[src/rtl/mct_pkg.sv]
package mct_pkg;

  typedef enum logic {
    CNT_MODULO = 1'b0,
    CNT_UPDOWN = 1'b1
  } cnt_mode_e;

  // register addresses
  localparam int ADR_CTRL    = 0;
  localparam int ADR_RELOAD  = 1;
  localparam int ADR_COUNT   = 2;
  localparam int ADR_PEND    = 3;
  localparam int ADR_CH_BASE = 4;

  // channel control bit positions
  localparam int CTL_EN = 0;
  localparam int CTL_IE = 1;
  localparam int CTL_UE = 2;

  function automatic int ch_ctl_adr(input int ch);
    return ADR_CH_BASE + 2 * ch;
  endfunction

  function automatic int ch_cmp_adr(input int ch);
    return ADR_CH_BASE + 2 * ch + 1;
  endfunction

endpackage

[src/rtl/mct_counter.sv]
module mct_counter #(
  parameter int W = 16
) (
  input  logic         clk,
  input  logic         rst,
  input  logic         adv,
  input  logic         ud,
  input  logic [W-1:0] reload,
  output logic [W-1:0] cnt,
  output logic         up,
  output logic         zero_ld
);

  logic [W-1:0] cnt_d;
  logic         up_d;

  always_comb begin
    cnt_d = cnt;
    up_d  = up;
    if (!ud) begin
      up_d = 1'b1;
      if (cnt >= reload) cnt_d = '0;
      else               cnt_d = cnt + W'(1);
    end else if (reload == '0) begin
      cnt_d = '0;
      up_d  = 1'b1;
    end else if (up) begin
      if (cnt >= reload) begin
        cnt_d = cnt - W'(1);
        up_d  = 1'b0;
      end else begin
        cnt_d = cnt + W'(1);
      end
    end else begin
      if (cnt == '0) begin
        cnt_d = W'(1);
        up_d  = 1'b1;
      end else begin
        cnt_d = cnt - W'(1);
      end
    end
  end

  // strobe for shadow-to-active transfer: this tick lands on zero
  assign zero_ld = adv && (cnt_d == '0);

  always_ff @(posedge clk) begin
    if (rst) begin
      cnt <= '0;
      up  <= 1'b1;
    end else if (adv) begin
      cnt <= cnt_d;
      up  <= up_d;
    end
  end

endmodule

[src/rtl/mct_channel.sv]
module mct_channel #(
  parameter int W = 16
) (
  input  logic         clk,
  input  logic         rst,
  input  logic         act,
  input  logic [W-1:0] cnt,
  input  logic         up,
  input  logic         ud,
  input  logic         zero_ld,
  input  logic         ie,
  input  logic         ue,
  input  logic         wr_cmp,
  input  logic [W-1:0] wdata,
  output logic [W-1:0] cmp_act,
  output logic         out,
  output logic         hit
);

  logic [W-1:0] cmp_shd;
  logic         match;

  assign match = act && (cnt == cmp_act);
  assign hit   = match && ie;

  always_ff @(posedge clk) begin
    if (rst) begin
      cmp_act <= '0;
      cmp_shd <= '0;
      out     <= 1'b0;
    end else begin
      if (act && zero_ld && !ue) cmp_act <= cmp_shd;
      if (wr_cmp) begin
        if (ue) cmp_act <= wdata;
        else    cmp_shd <= wdata;
      end
      if (match) out <= ud ? up : ~out;
    end
  end

endmodule

[src/rtl/mct_timer.sv]
module mct_timer
  import mct_pkg::*;
#(
  parameter  int NCH = 4,
  parameter  int W   = 16,
  localparam int AW  = $clog2(ADR_CH_BASE + 2 * NCH)
) (
  input  logic           clk,
  input  logic           rst,
  input  logic           clk_stop,
  input  logic           wr_en,
  input  logic [AW-1:0]  addr,
  input  logic [W-1:0]   wdata,
  output logic [W-1:0]   rdata,
  output logic [NCH-1:0] ch_out,
  output logic           irq
);

  logic            gen_q;
  cnt_mode_e       mode_q;
  logic [W-1:0]    reload_q;
  logic [W-1:0]    cnt_q;
  logic            up_q;
  logic            zero_ld;
  logic            we, run, ud;
  logic [NCH-1:0]  ch_en_q, ie_q, ue_q, hit;
  logic [NCH-1:0]  pend_q, pend_d, clr;
  logic [W-1:0]    cmp_act [NCH];
  logic [W-1:0]    rd_mux;
  logic [W-1:0]    rdata_q;
  logic            irq_q;

  assign we  = wr_en & ~clk_stop;
  assign run = gen_q & ~clk_stop;
  assign ud  = (mode_q == CNT_UPDOWN);

  always_ff @(posedge clk) begin
    if (rst) begin
      gen_q    <= 1'b0;
      mode_q   <= CNT_MODULO;
      reload_q <= '0;
    end else if (we) begin
      if (addr == AW'(ADR_CTRL)) begin
        gen_q  <= wdata[0];
        mode_q <= cnt_mode_e'(wdata[1]);
      end
      if (addr == AW'(ADR_RELOAD)) reload_q <= wdata;
    end
  end

  mct_counter #(.W(W)) u_cnt (
    .clk     (clk),
    .rst     (rst),
    .adv     (run),
    .ud      (ud),
    .reload  (reload_q),
    .cnt     (cnt_q),
    .up      (up_q),
    .zero_ld (zero_ld)
  );

  for (genvar i = 0; i < NCH; i++) begin : g_ch
    localparam logic [AW-1:0] CTL_A = AW'(ch_ctl_adr(i));
    localparam logic [AW-1:0] CMP_A = AW'(ch_cmp_adr(i));
    logic en_r, ie_r, ue_r;

    always_ff @(posedge clk) begin
      if (rst) begin
        en_r <= 1'b0;
        ie_r <= 1'b0;
        ue_r <= 1'b0;
      end else if (we && addr == CTL_A) begin
        en_r <= wdata[CTL_EN];
        ie_r <= wdata[CTL_IE];
        ue_r <= wdata[CTL_UE];
      end
    end

    assign ch_en_q[i] = en_r;
    assign ie_q[i]    = ie_r;
    assign ue_q[i]    = ue_r;

    mct_channel #(.W(W)) u_chan (
      .clk     (clk),
      .rst     (rst),
      .act     (run & en_r),
      .cnt     (cnt_q),
      .up      (up_q),
      .ud      (ud),
      .zero_ld (zero_ld),
      .ie      (ie_r),
      .ue      (ue_r),
      .wr_cmp  (we && addr == CMP_A),
      .wdata   (wdata),
      .cmp_act (cmp_act[i]),
      .out     (ch_out[i]),
      .hit     (hit[i])
    );
  end

  always_comb begin
    clr = '0;
    if (we && addr == AW'(ADR_PEND)) clr = wdata[NCH-1:0];
    pend_d = (pend_q & ~clr) | hit;
  end

  always_comb begin
    rd_mux = '0;
    case (addr)
      AW'(ADR_CTRL):   rd_mux = W'({mode_q == CNT_UPDOWN, gen_q});
      AW'(ADR_RELOAD): rd_mux = reload_q;
      AW'(ADR_COUNT):  rd_mux = cnt_q;
      AW'(ADR_PEND):   rd_mux = W'(pend_q);
      default:         rd_mux = '0;
    endcase
    for (int i = 0; i < NCH; i++) begin
      if (addr == AW'(ch_ctl_adr(i))) rd_mux = W'({ue_q[i], ie_q[i], ch_en_q[i]});
      if (addr == AW'(ch_cmp_adr(i))) rd_mux = cmp_act[i];
    end
  end

  always_ff @(posedge clk) begin
    if (rst) begin
      pend_q  <= '0;
      irq_q   <= 1'b0;
      rdata_q <= '0;
    end else if (!clk_stop) begin
      pend_q  <= pend_d;
      irq_q   <= |pend_d;
      rdata_q <= rd_mux;
    end
  end

  assign rdata = rdata_q;
  assign irq   = irq_q;

endmodule

[config.mk]
export PLATFORM = sky130hd
export DESIGN_NAME = mct_timer
export DESIGN_NICKNAME = d
export VERILOG_FILES = /design/src/rtl/mct_pkg.sv /design/src/rtl/mct_counter.sv /design/src/rtl/mct_channel.sv /design/src/rtl/mct_timer.sv
export SDC_FILE = /design/constraint.sdc
export NUM_CORES = 1
export LEC_CHECK = 0
export BUFFER_PORTS_ARGS = -buffer_cell sky130_fd_sc_hd__clkbuf_2
export CAP_MARGIN = 25
export CORE_MARGIN = 3
export CORE_UTILIZATION = 45
export DETAILED_ROUTE_END_ITERATION = 8
export HOLD_SLACK_MARGIN = 0.08
export PLACE_DENSITY_LB_ADDON = 0.15
export SETUP_SLACK_MARGIN = 0.2
export SYNTH_ARGS = -nofsm -noshare
export SYNTH_HDL_FRONTEND = slang
export SYNTH_SLANG_ARGS = --single-unit
[constraint.sdc]
create_clock -name clk -period 6 [get_ports clk]
set_input_delay 1.5 -clock clk [delete_from_list [all_inputs] [get_ports clk]]
set_output_delay 1.5 -clock clk [all_outputs]
set_load 0.02 [all_outputs]
# After elaboration in Yosys (flattened, before gate mapping)
# Cells that the tools add are included.
# W data, S select, Z words.
# totals
out_inout_bits	21
ff_bits	200
wordCells	146
# classes
mux	37
bitwise_logic	18
n_reduce_logical	41
n_eq_ne	15
order_cmp	1
add_sub_neg	2
# op_table
operator	n
$mux W16	26
$eq A16 B16 Y1	4
$pmux W16 S4	1
$logic_not A16 Y1	3
$logic_and A1 B1 Y1	26
$add A16 B1 Y16 const B	1
$eq A4 B3 Y1 const B	4
$eq A4 B4 Y1 const B	4
$ge A16 B16 Y1	1
$sub A16 B1 Y16 const B	1
$reduce_and A2 Y1	6
$mux W1	9
$not A1 Y1	9
$eq A4 B2 Y1 const B	2
$and A1 B1 Y1	6
$and A4 B4 Y4	1
$eq A4 B1 Y1 const B	1
$logic_not A1 Y1	4
$logic_not A4 Y1	1
$mux W4	1
$not A4 Y4	1
$or A4 B4 Y4	1
$reduce_or A4 Y1	1

# Logic depth before layout (Yosys ltp)
# Gate-level depths: netlist of the first run.
# logic_depth
depth_word	12
mapped_depth	16
mapped_depth_nobuf	11

# Cells and area by module
# Synthesis of the first run repeated with hierarchy kept, for this count alone.
# unflattened
hier_cells	1361
area_unflattened_um2	11259.5
# by_module_without_submodules
mod	seq_area_each_um2	cells_per_inst	area_each_um2	n_inst
mct_channel	660.6	178	1541.5	4
mct_timer	1021.0	363	3029.2	1
mct_counter	340.3	286	2064.5	1

# Worst setup path after synthesis of the first run
# Ideal clock, no wire load.
# synth_path
path_type	reg-to-reg
startpoint	register u_cnt.cnt[0]
endpoint	register g_ch[3].u_chan.cmp_act[12]
stages_incl_launch_ff	14
t_arrival_ns	3.828
setup_slack_ns	2.081
synth_period_minus_slack_ns	3.919
cell_sequence	dfxtp_1 clkbuf_1 inv_1 ha_1 nand2b_1 a2111o_1 a31oi_1 a31oi_2 a221o_1 a22oi_2 nand4b_2 buf_2 or4_1 a311oi_1
# synth_via
elab_chain_cells	12
word_cells_on_any_way	17
cone_classes	add/sub (2); order compare (1); mux (9); reduce/logical (5)
# synth_rtl
item	line	text
from (decl)	mct_counter.sv:9	output logic [W-1:0] cnt,
from (signal assigned)	mct_counter.sv:52	cnt <= cnt_d;
$sub A16 B1 Y16 (tied with other cells)	mct_counter.sv:29, mct_counter.sv:39	
$mux W16, on equally long branches	mct_counter.sv:35, mct_counter.sv:28	
$mux W16	mct_counter.sv:27	end else if (up) begin
$mux W16	mct_counter.sv:24	end else if (reload == '0) begin
$mux W16 *	mct_counter.sv:20	if (!ud) begin
$logic_not A16 Y1 *	mct_counter.sv:45	assign zero_ld = adv && (cnt_d == '0);
$logic_and A1 B1 Y1 *	mct_counter.sv:45	
$logic_and A1 B1 Y1 * (2 in series)	mct_channel.sv:32	if (act && zero_ld && !ue) cmp_act <= cmp_shd;
$mux W16 *	mct_channel.sv:32	
$mux W16	mct_channel.sv:34	if (ue) cmp_act <= wdata;
$mux W16 *	mct_channel.sv:33	if (wr_cmp) begin
to (signal assigned)	mct_channel.sv:32	
to (signal assigned)	mct_channel.sv:34	
to (decl)	mct_channel.sv:15	output logic [W-1:0] cmp_act,
# Every way passes the cells marked *; elsewhere a longest branch is shown, timed or not.
# A chain may end at the register's enable or synchronous reset.

# Worst setup path after layout of the first run
# layout_path
startpoint	register u_cnt.cnt[8]
endpoint	register g_ch[0].u_chan.cmp_act[6]
# layout_via
elab_chain_cells	12
word_cells_on_any_way	17
cone_classes	add/sub (2); order compare (1); mux (9); reduce/logical (5)
# layout_rtl
item	line
$sub A16 B1 Y16 (tied with other cells)	mct_counter.sv:29, mct_counter.sv:39
$mux W16, on equally long branches	mct_counter.sv:35, mct_counter.sv:28
$mux W16	mct_counter.sv:27
$mux W16	mct_counter.sv:24
$mux W16 *	mct_counter.sv:20
$logic_not A16 Y1 *	mct_counter.sv:45
$logic_and A1 B1 Y1 *	mct_counter.sv:45
$logic_and A1 B1 Y1 * (2 in series)	mct_channel.sv:32
$mux W16 *	mct_channel.sv:32
$mux W16	mct_channel.sv:34
$mux W16 *	mct_channel.sv:33
to (signal assigned)	mct_channel.sv:32
to (signal assigned)	mct_channel.sv:34
to (decl)	mct_channel.sv:15
# Marks and branches as above.

==> run_results.csv, run 1 <==
group,metric,value,unit
finish,area_delta_synth_final,8.85,%
power_and_ir_drop,peakVddDrop,0.000154,V
synth,yosysWarnings,0,
die,fp.dieW,165,um
setup_path,max_stage_delay,1.08,ns
synth,async_flop_share,0,%
power_and_ir_drop,power_density,218,nW/um^2
global_routing,grt_usage,29.2,%
timing,rsz0062_at_grt,"false",
finish,antennaDiodeCount,0,
timing,skew,0.0149,ns
worst_hold_path,hold_class,"reg -> reg",
synth,synthDistinctLibCells,70,
clocking,worst_setup_hold_path_clk_slew,0.08,ns
routing,antenna_left,0,
timing,hold-worst-slack,0.457,ns
die,start_util,46.2,%
clocking,clockBufferDepth,2,
flow_run,maxCapViolCount,0,
setup_path,endpoint_kind,"flop",
routing,avgRoutedWirePerCell,22.4,um
timing,fin_crit_sh,78.4,%
finish,final_nets,1471,
outcome,status,"finished, final reports clean",
synth,synth_common_cells,"204 x nand2_1, 200 x dfxtp_1, 134 x a21oi_1, 134 x nor2_1, 116 x clkbuf_1",
place,gp_congestion,0.972,
clocking,cts-htree-levels,4,
global_routing,antenna_found_initial,0,
synth,synth_nets,1517,
routing,first_pass_iters,7,
clocking,cts_tree,"built",
clocking,cts_hold_buf,0,
clocking,clock_latency,0.46,ns
setup_path,crit_buf_inv,1,
timing,max_freq,213,MHz
power_and_ir_drop,p_leak,4.19,nW
synth,synth_edf_count,0,
clocking,cts_buffers,17,
synth,syn_area,11300,sq um
timing,max_slew_margin,32.2,%
finish,drive_above_1_share,10.1,%
clocking,post-cts-setup-buffers,0,
die,die-height,165,um
die,io_pins,45,
setup_path,arrival,4.99,ns
synth,yosys-top-cells-area,"dfxtp_1 35%, nand2_1 6.8%, a21oi_1 5.9%, a311oi_1 5.0%, nor2_1 4.4%",
setup_path,required,6.29,ns
clocking,numClockSinks,200,
global_routing,grt_max_degree,117,
routing,drt_iter0_markers,1307,
routing,via_count,11300,
timing,hold_viol_final,0,
place,port_buffers,44,
routing,via_per_inst,6.37,
synth,synthFlopType,"dfxtp_1",
setup_path,crit_chain,"and4_1 -> nand4_1 -> or3_1 -> xnor2_1 -> o41ai_1 -> a32oi_2 -> or4_2 -> buf_4 -> o31ai_1 -> a311oi_1",
setup_path,cp_max_fo,44,
global_routing,grt.overflow.total,0,
die,die-area,27100,sq um
timing,final_max_slew_viol_count,0,
routing,wl,39.6,mm
die,rows,57,
global_routing,grt_pass1_wl,61.5,mm
setup_path,cp_top_family,"simple AND/OR/NAND/NOR gates",
synth,yosysSeqAreaShare,35.3,%
timing,tightest_slew,1.01,ns
timing,period_needed,4.70,ns
timing,setup_violations,0,
synth,postSynthCellCount,1475,
global_routing,grt_pass1_vias,10200,
setup_path,start_kind,"flop",
synth,yosys.area.top_type_share,35.3,%
synth,avgSynthCellArea,7.69,sq um
setup_path,criticalPathCategory,"reg -> reg",
synth,yosysMostFrequentCell,"nand2_1",
clocking,root_buffer,"clkbuf_16",
place,dpl.hpwl,27.2,mm
timing,finalSetupTns,0,ns
synth,ys_ff_latch,200,
die,core,24500,sq um
clocking,postCtsResizedCells,0,
synth,yosysTopAreaCell,"dfxtp_1",
setup_path,slowest_stage,"or4_2",
routing,remaining_drc_errors,0,
==> tightest hold or removal path, stage by stage (launching register included) <==
cell     delay [ns]
dfxtp_1        0.31
nand2_1        0.05
a21oi_1        0.05
==> layer usage <==
layer | vias to the layer above | track usage (%) | share of wire, %
met5 | - | 0 | 0
met4 | 0 | 7.97 | 2.0
met3 | 61 | 4.09 | 8.1
met2 | 525 | 46.9 | 46
met1 | 5381 | 41.1 | 44
li1 | 5283 | - | -
==> registers in the layout, indices dropped and copies added, names as in the netlist <==
signal and flops:
u_cnt.up 1, g_ch.en_r 4, g_ch.u_chan.cmp_act 64, g_ch.ue_r 4, u_cnt.cnt 16, g_ch.u_chan.cmp_shd 64
g_ch.u_chan.out 4, g_ch.ie_r 4, mode_q 1, irq 1, gen_q 1, pend_q 4
reload_q 16, rdata 16
==> report_power, final <==
part / internal (mW) / switching (mW) / total (mW)
logic: 0.0335 / 0.113 / 0.147
clock network: 0.607 / 0.599 / 1.21
registers: 1.33 / 0.00508 / 1.34
==> layout by cell type, fill, tap and decap left out, types with 17 or more instances in the layout <==
| cell type | count |
|---|---|
| nor2_1 | 134 |
| clkbuf_16 | 17 |
| a22oi_1 | 48 |
| xnor2_1 | 40 |
| nor4_1 | 17 |
| nand2_1 | 204 |
| ha_1 | 18 |
| inv_1 | 43 |
| or4_1 | 20 |
| a311oi_1 | 65 |
| o31ai_1 | 66 |
| xor2_1 | 35 |
| nand3_1 | 28 |
| buf_4 | 43 |
| o21ai_0 | 20 |
| dfxtp_1 | 200 |
| nor3_1 | 22 |
| nand4_1 | 64 |
| clkbuf_2 | 43 |
| a21oi_1 | 134 |
==> cells by family after synthesis <==
logic type,synth area share (%)
compound gates,24.9
xor+xnor,5.79
mux,1.44
simple gates,23.6
buf+inv,6.99
flops,35.3
fa+ha+maj,1.99
==> stage by stage <==
stage	setup slack [ns]	power [mW]	instances	cell area, sq um	utilization (%)
final	1.30	2.69	1766	12300	50.3
after global routing	1.04	2.76	1766	12300	50.3
after CTS	1.37	2.70	1765	12300	50.2
after detailed placement	1.41	1.51	1733	11700	47.8
after global placement	1.48	1.51	1732	11700	47.8
after floorplan	2.08	1.46	1475	11300	-
==> worst paths after layout <==
path,startpoint,end,slack [ns],cells past startpoint
setup / recovery,u_cnt.cnt[8],g_ch[0].u_chan.cmp_act[6],1.30,10
hold / removal,g_ch[3].u_chan.cmp_shd[12],g_ch[3].u_chan.cmp_shd[12],0.46,2
hold reg to reg,g_ch[3].u_chan.cmp_shd[12],g_ch[3].u_chan.cmp_shd[12],0.46,2
setup reg to reg,u_cnt.cnt[8],g_ch[0].u_chan.cmp_act[6],1.30,10
==> layout make-up <==
type	count	area, sq um
fill	2438	12200
multi-input combinational	1078	6580
sequential	200	4000
timing repair buffer	89	597
clock buffer	19	443
tap	324	405
inverter	43	161
clock inverter	13	154
(Power assumes the default switching activity.)
==> run 2: changes to the inputs <==
--- a/config.mk
+++ b/config.mk
@@ -5,6 +5,7 @@
 export SDC_FILE = /design/constraint.sdc
 export NUM_CORES = 1
 export LEC_CHECK = 0
+export ABC_AREA = 1
 export BUFFER_PORTS_ARGS = -buffer_cell sky130_fd_sc_hd__clkbuf_2
 export CAP_MARGIN = 25
 export CORE_MARGIN = 3
==> constraint.sdc (replaced) <==
create_clock -name clk -period 3.94 [get_ports clk]
set_input_delay 0.985 -clock clk [delete_from_list [all_inputs] [get_ports clk]]
set_output_delay 0.985 -clock clk [all_outputs]
set_load 0.02 [all_outputs]
==> run 2 against run 1 <==
Against the previous run:
- clock skew is 0.0039 ns higher
- highest routed layer unchanged
- cell area increased by 5.4%
- worst setup slack got worse by 0.95 ns
- critical endpoint is now g_ch[1].u_chan.cmp_act[1]
==> run_results.csv, run 2 <==
group,metric,value,unit
global_routing,grt_pass1_wl,64.9,mm
synth,avgSynthCellArea,6.56,sq um
setup_path,crit_chain,"ha_1 -> nand2_1 -> nand3_1 -> nand2_1 -> nand2_1 -> nand2_1 -> nand2_1 -> nand2_2 -> nand3_1 -> nand2_1 -> nand2_1 -> nand3_1 -> nand3_1 -> nor2_4 -> nand3_2 -> nand2_1 -> nand3_1 -> nand2_1 -> inv_1",
die,die-area,28500,sq um
setup_path,start_kind,"flop",
global_routing,grtUsageMet3,3.41,%
synth,yosys.area.top_type_share,33.6,%
timing,final_max_slew_viol_count,0,
die,die-height,169,um
clocking,clock_latency,0.46,ns
outcome,status,"finished, final reports clean",
synth,yosysMostFrequentCell,"nand2_1",
routing,avgRoutedWirePerCell,19.2,um
clocking,cts_hold_buf,0,
clocking,cts-htree-levels,4,
synth,synthDistinctLibCells,45,
setup_path,criticalPathCategory,"reg -> reg",
synth,yosys-top-cells-area,"dfxtp_1 34%, nand2_1 13%, nand3_1 7.6%, inv_1 6.9%, a21oi_1 5.8%",
clocking,cts_tree,"built",
finish,antennaDiodeCount,0,
routing,wl,41.3,mm
routing,first_pass_iters,6,
die,start_util,46.5,%
finish,final_util,50.8,%
power_and_ir_drop,clkPwrFrac,43.5,%
finish,top_regs,"g_ch.u_chan.cmp_act x64, g_ch.u_chan.cmp_shd x64",
setup_path,cpMostUsedCell,"nand2_1",
finish,drive_above_1_share,10.3,%
global_routing,grt_pass1_vias,11200,
synth,yosysTopAreaCell,"dfxtp_1",
worst_hold_path,hold_class,"reg -> reg",
finish,multiInputGateArea,6390,sq um
synth,synthFlopType,"dfxtp_1",
place,gp_congestion,0.958,
synth,syn_area,11900,sq um
timing,setup_violations,0,
setup_path,slowest_stage,"dfxtp_2",
global_routing,grtUsageMet1,41.0,%
finish,fill_cells,2637,
synth,yosysWarnings,0,
global_routing,antenna_found_initial,0,
global_routing,grt_max_degree,84,
finish,area_delta_synth_final,9.09,%
synth,synth_nets,1860,
power_and_ir_drop,peakVddDrop,0.000274,V
clocking,root_buffer,"clkbuf_16",
synth,synth_common_cells,"410 x nand2_1, 220 x inv_1, 200 x dfxtp_1",
setup_path,endpoint_kind,"flop",
clocking,worst_setup_hold_path_clk_slew,0.09,ns
die,fp.dieW,169,um
power_and_ir_drop,seq_power_share,47.4,%
timing,fin_crit_sh,91.3,%
setup_path,arrival,3.95,ns
die,core,25600,sq um
power_and_ir_drop,power_density,333,nW/um^2
global_routing,grt.overflow.total,0,
timing,max_freq,278,MHz
power_and_ir_drop,intPower,3.07,mW
power_and_ir_drop,combPwrFrac,9.2,%
routing,antenna_left,0,
synth,synth_edf_count,0,
synth,postSynthCellCount,1818,
die,io_pins,45,
global_routing,met2_usage,45.9,%
place,dp.cells,2119,
synth,yosysSeqAreaShare,33.6,%
power_and_ir_drop,p_leak,6.05,nW
timing,hold-worst-slack,0.465,ns
routing,drt_iter0_markers,1391,
place,port_buffers,44,
place,dpl.hpwl,29.8,mm
setup_path,required,4.29,ns
clocking,clockBufferDepth,2,
finish,final_cells,2151,
timing,period_needed,3.60,ns
routing,via_count,12200,
timing,max_slew_margin,32.5,%
synth,async_flop_share,0,%
synth,ys_ff_latch,200,
timing,tightest_slew,1.01,ns
finish,final_nets,1850,
power_and_ir_drop,switching_share,29.2,%
die,rows,58,
timing,hold_viol_final,0,
power_and_ir_drop,p_switching,1.27,mW
finish,final_cell_mix,"410 x nand2_1, 219 x inv_1, 199 x dfxtp_1, 180 x nand3_1, 137 x a21oi_1",
timing,finalSetupTns,0,ns
timing,rsz0062_at_grt,"true",
setup_path,max_stage_delay,0.53,ns
flow_run,maxCapViolCount,0,
finish,regArea,4010,sq um
setup_path,cp_max_fo,16,
finish,final_common_cell,"nand2_1",
routing,remaining_drc_errors,0,
global_routing,grt_usage,28.9,%
clocking,numClockSinks,200,
clocking,cts_buffers,17,
routing,via_per_inst,5.68,
global_routing,top_usage_layer,"met2",
timing,skew,0.0188,ns
## run 2: cell count changes after synthesis, moves of 65 or more
cell      before  now
nand3_1       29  180
inv_1         43  220
o31ai_1       66    0
nand2_1      204  410
a311oi_1      65    0
o21ai_0       20  136
## run 2: cells by family (layout without fill, tap and decap cells)
group	count (synthesis)	in the layout	share of synthesized area, %
buf+inv	367	370	13.0
simple gates	840	840	32.0
compound gates	339	339	15.5
fa+ha+maj	18	18	1.89
flops	200	200	33.6
xor+xnor	54	54	3.97
## run 2: what timing repair did
action,4_1_cts,5_1_grt
endpoints found under the setup margin,0,64
buffers inserted,0,0
hold endpoints to repair,0,0
gates resized for setup,0,5
## run 2: routing by layer
| metal | routed length, um | up-vias |
|---|---|---|
| li1 | - | 5955 |
| met1 | 18500 | 5682 |
| met2 | 18800 | 509 |
| met3 | 2860 | 80 |
| met4 | 1210 | 0 |
| met5 | 0 | - |
## run 2: through the flow
step	area, sq um	power, mW	setup slack [ns]
after floorplan	11900	2.37	1.28
after global placement	12300	2.49	0.231
after detailed placement	12300	2.49	0.229
after CTS	13000	4.35	0.213
after global routing	13000	4.48	0.116
final	13000	4.33	0.344
## run 2: layout make-up
type	count	area share, %
Clock buffer	18	3.30
Clock inverter	14	1.57
Inverter	240	6.98
Multi-Input combinational cell	1251	49.2
Sequential cell	200	30.8
Tap cell	330	3.17
Timing Repair Buffer	98	5.03
## run 2: worst max-delay path, delay by kind of cell, from the launching register on
kind	cells	cell delay [ns]
adder cells (fa/ha/maj)	1	0.31
buffers and inverters	1	0.03
flip-flops	1	0.53
AND/OR/NAND/NOR	17	2.60
## run 2: power groups by stage
stage          registers, mW  clock network (mW)  logic [mW]
3_5_place_dp            2.10                   0       0.389
4_1_cts                 2.05                1.91       0.389
5_1_grt                 2.05                1.99       0.435
2_1_floorplan           2.10                   0       0.260
6_report                2.05                1.88       0.397
3_3_place_gp            2.10                   0       0.388
## run 2: final timing paths
kind	slack (ns)	startpoint	endpoint	depth (start not counted)
max	0.34	u_cnt.cnt[1]	g_ch[1].u_chan.cmp_act[1]	19
min	0.47	g_ch[2].u_chan.out	g_ch[2].u_chan.out	2
max reg2reg	0.34	u_cnt.cnt[1]	g_ch[1].u_chan.cmp_act[1]	19
min reg2reg	0.47	g_ch[2].u_chan.out	g_ch[2].u_chan.out	2
==> run 3: changes to the inputs <==
--- a/config.mk
+++ b/config.mk
@@ -11,6 +11,7 @@
 export CORE_MARGIN = 3
 export CORE_UTILIZATION = 45
 export DETAILED_ROUTE_END_ITERATION = 8
+export GPL_TIMING_DRIVEN = 0
 export HOLD_SLACK_MARGIN = 0.08
 export PLACE_DENSITY_LB_ADDON = 0.15
 export SETUP_SLACK_MARGIN = 0.2
==> run 3 against run 2 <==
Against the previous run:
- worst setup slack improved by 0.051 ns
- total power down 0.24%
- critical path depth is 5 higher
- register-to-register slack improved by 0.05 ns
- via count is 5.5% higher
- sequential share of layout area decreased by 0.43 points
- largest power group unchanged
==> run_results.csv, run 3 (synthesis results as in run 2) <==
group,metric,value,unit
outcome,status,"finished, final reports clean",
clocking,numClockSinks,200,
die,die-area,28500,sq um
clocking,cts_hold_buf,0,
die,fp.dieW,169,um
global_routing,grt_max_degree,22,
die,core,25600,sq um
routing,antenna_left,0,
timing,max_freq,282,MHz
setup_path,start_kind,"flop",
global_routing,grt_pass1_vias,11700,
finish,final_cell_mix,"410 x nand2_1, 220 x inv_1, 200 x dfxtp_1, 180 x nand3_1, 136 x o21ai_0",
routing,top_layer,"met4",
clocking,cts-htree-levels,4,
clocking,clockBufferDepth,2,
place,dp.cells,2179,
timing,skew,0.0167,ns
power_and_ir_drop,intPower,3.02,mW
global_routing,antenna_found_initial,0,
place,gp_congestion,1.04,
routing,via_per_inst,5.83,
routing,drt-met1-wl,18.9,mm
die,rows,58,
power_and_ir_drop,p_leak,6.05,nW
worst_hold_path,hold_class,"reg -> reg",
routing,remaining_drc_errors,0,
power_and_ir_drop,power_density,328,nW/um^2
setup_path,criticalPathCategory,"reg -> reg",
power_and_ir_drop,combPwrFrac,10.4,%
setup_path,endpoint_kind,"flop",
flow_run,maxCapViolCount,0,
routing,via_count,12900,
clocking,cts_buffers,17,
die,io_pins,45,
timing,hold-worst-slack,0.465,ns
timing,hold_viol_final,0,
timing,finalSetupTns,0,ns
place,port_buffers,30,
routing,first_pass_iters,6,
timing,tightest_slew,0.922,ns
finish,fill_cells,2684,
place,post-place-ws,0.103,ns
timing,rsz0062_at_grt,"false",
power_and_ir_drop,clkPwrFrac,42.1,%
clocking,clock_latency,0.45,ns
timing,setup_ws,0.395,ns
global_routing,grt_pass1_wl,69.6,mm
timing,final_max_slew_viol_count,0,
die,die-height,169,um
timing,max_slew_margin,36.9,%
finish,final_common_cell,"nand2_1",
power_and_ir_drop,seq_power_share,47.5,%
global_routing,grt_usage,32.1,%
setup_path,cp_max_fo,10,
routing,wl,46.4,mm
power_and_ir_drop,peakVddDrop,0.000202,V
finish,drive_above_1_share,8.71,%
routing,drt_iter0_markers,1488,
clocking,worst_setup_hold_path_clk_slew,0.09,ns
clocking,cts_tree,"built",
setup_path,arrival,3.95,ns
routing,avgRoutedWirePerCell,21.0,um
routing,wl_met2,21.1,mm
timing,period_needed,3.55,ns
global_routing,grt.overflow.total,0,
die,start_util,46.5,%
finish,area_delta_synth_final,10.6,%
power_and_ir_drop,p_switching,1.31,mW
setup_path,required,4.34,ns
routing,wl_met3,3.77,mm
finish,final_cells,2212,
power_and_ir_drop,switching_share,30.3,%
finish,top_regs,"g_ch.u_chan.cmp_act x64, g_ch.u_chan.cmp_shd x64",
place,dpl.hpwl,35.4,mm
finish,antennaDiodeCount,0,
timing,fin_crit_sh,90.0,%
timing,setup_violations,0,
finish,final_nets,1912,
clocking,root_buffer,"clkbuf_16",
## run 3: cell types whose count changed in the layout (fill, tap and decap cells not counted), sizes merged
| cell | previous run | this run |
|---|---|---|
| buf | 55 | 47 |
| clkbuf | 61 | 130 |
| bufinv | 1 | 0 |
| inv | 238 | 240 |
| clkinv | 15 | 14 |
## run 3: layout make-up
cell class | count | area, sq um | share of cell area, %
inverters | 240 | 908 | 6.89
multi-input cells | 1251 | 6410 | 48.6
repair buffers | 33 | 195 | 1.48
flip-flops and latches | 200 | 4000 | 30.4
plain buffers | 127 | 659 | 5.00
clock inverters | 14 | 175 | 1.33
clock buffers | 17 | 425 | 3.23
well taps | 330 | 413 | 3.13
## run 3: power by group through the flow
stage / logic, mW / clock network (mW) / registers [mW]
floorplan: 0.260 / 0 / 2.10
global placement: 0.425 / 0 / 2.10
detailed placement: 0.427 / 0 / 2.10
CTS: 0.432 / 1.84 / 2.05
global route: 0.485 / 1.93 / 2.05
finish: 0.450 / 1.82 / 2.05
## run 3: repair_timing
action	CTS	global route
setup endpoints to repair	10	60
pin swaps	1	1
endpoints found under the hold margin	0	0
buffers inserted	1	1
gates resized for setup	0	15
## run 3: path summary, 6_finish.rpt
check                                                start                    endpoint  slack (ns)  cells after the start
worst max-delay path                          u_cnt.cnt[0]  g_ch[0].u_chan.cmp_act[15]        0.39                     24
worst min-delay path            g_ch[1].u_chan.cmp_shd[11]  g_ch[1].u_chan.cmp_shd[11]        0.46                      2
worst max register to register                u_cnt.cnt[0]  g_ch[0].u_chan.cmp_act[15]        0.39                     24
worst min register to register  g_ch[1].u_chan.cmp_shd[11]  g_ch[1].u_chan.cmp_shd[11]        0.46                      2
## run 3: metrics by stage
step | power, mW | cell area, sq um | util (%)
6_report | 4.32 | 13200 | 51.5
5_1_grt | 4.47 | 13200 | 51.5
4_1_cts | 4.32 | 13100 | 51.2
3_5_place_dp | 2.53 | 12500 | 48.8
3_3_place_gp | 2.52 | 12500 | 48.7
2_1_floorplan | 2.37 | 11900 | -
## run 3: worst max-delay path, cell delays in order, from the launching register on
cell     delay (ns)
dfxtp_1        0.35
buf_6          0.18
inv_4          0.09
ha_1           0.28
nand2_1        0.06
nand3_1        0.09
nand2_1        0.07
nand2_1        0.08
nand2_1        0.07
nand2_1        0.15
nand2_4        0.16
nand3_1        0.09
buf_2          0.22
nand2_1        0.09
nand2_1        0.09
a21oi_4        0.20
nand3_1        0.16
nor2_4         0.16
buf_12         0.15
buf_6          0.18
buf_6          0.19
nand4_1        0.14
nand3_1        0.13
nand2_1        0.06
inv_1          0.04
## run 3: per-layer routing
metal,up-vias,global-route usage (%)
met5,-,0
met4,0,16.2
met3,167,5.77
met2,661,52.1
met1,5977,40.9
li1,6089,-
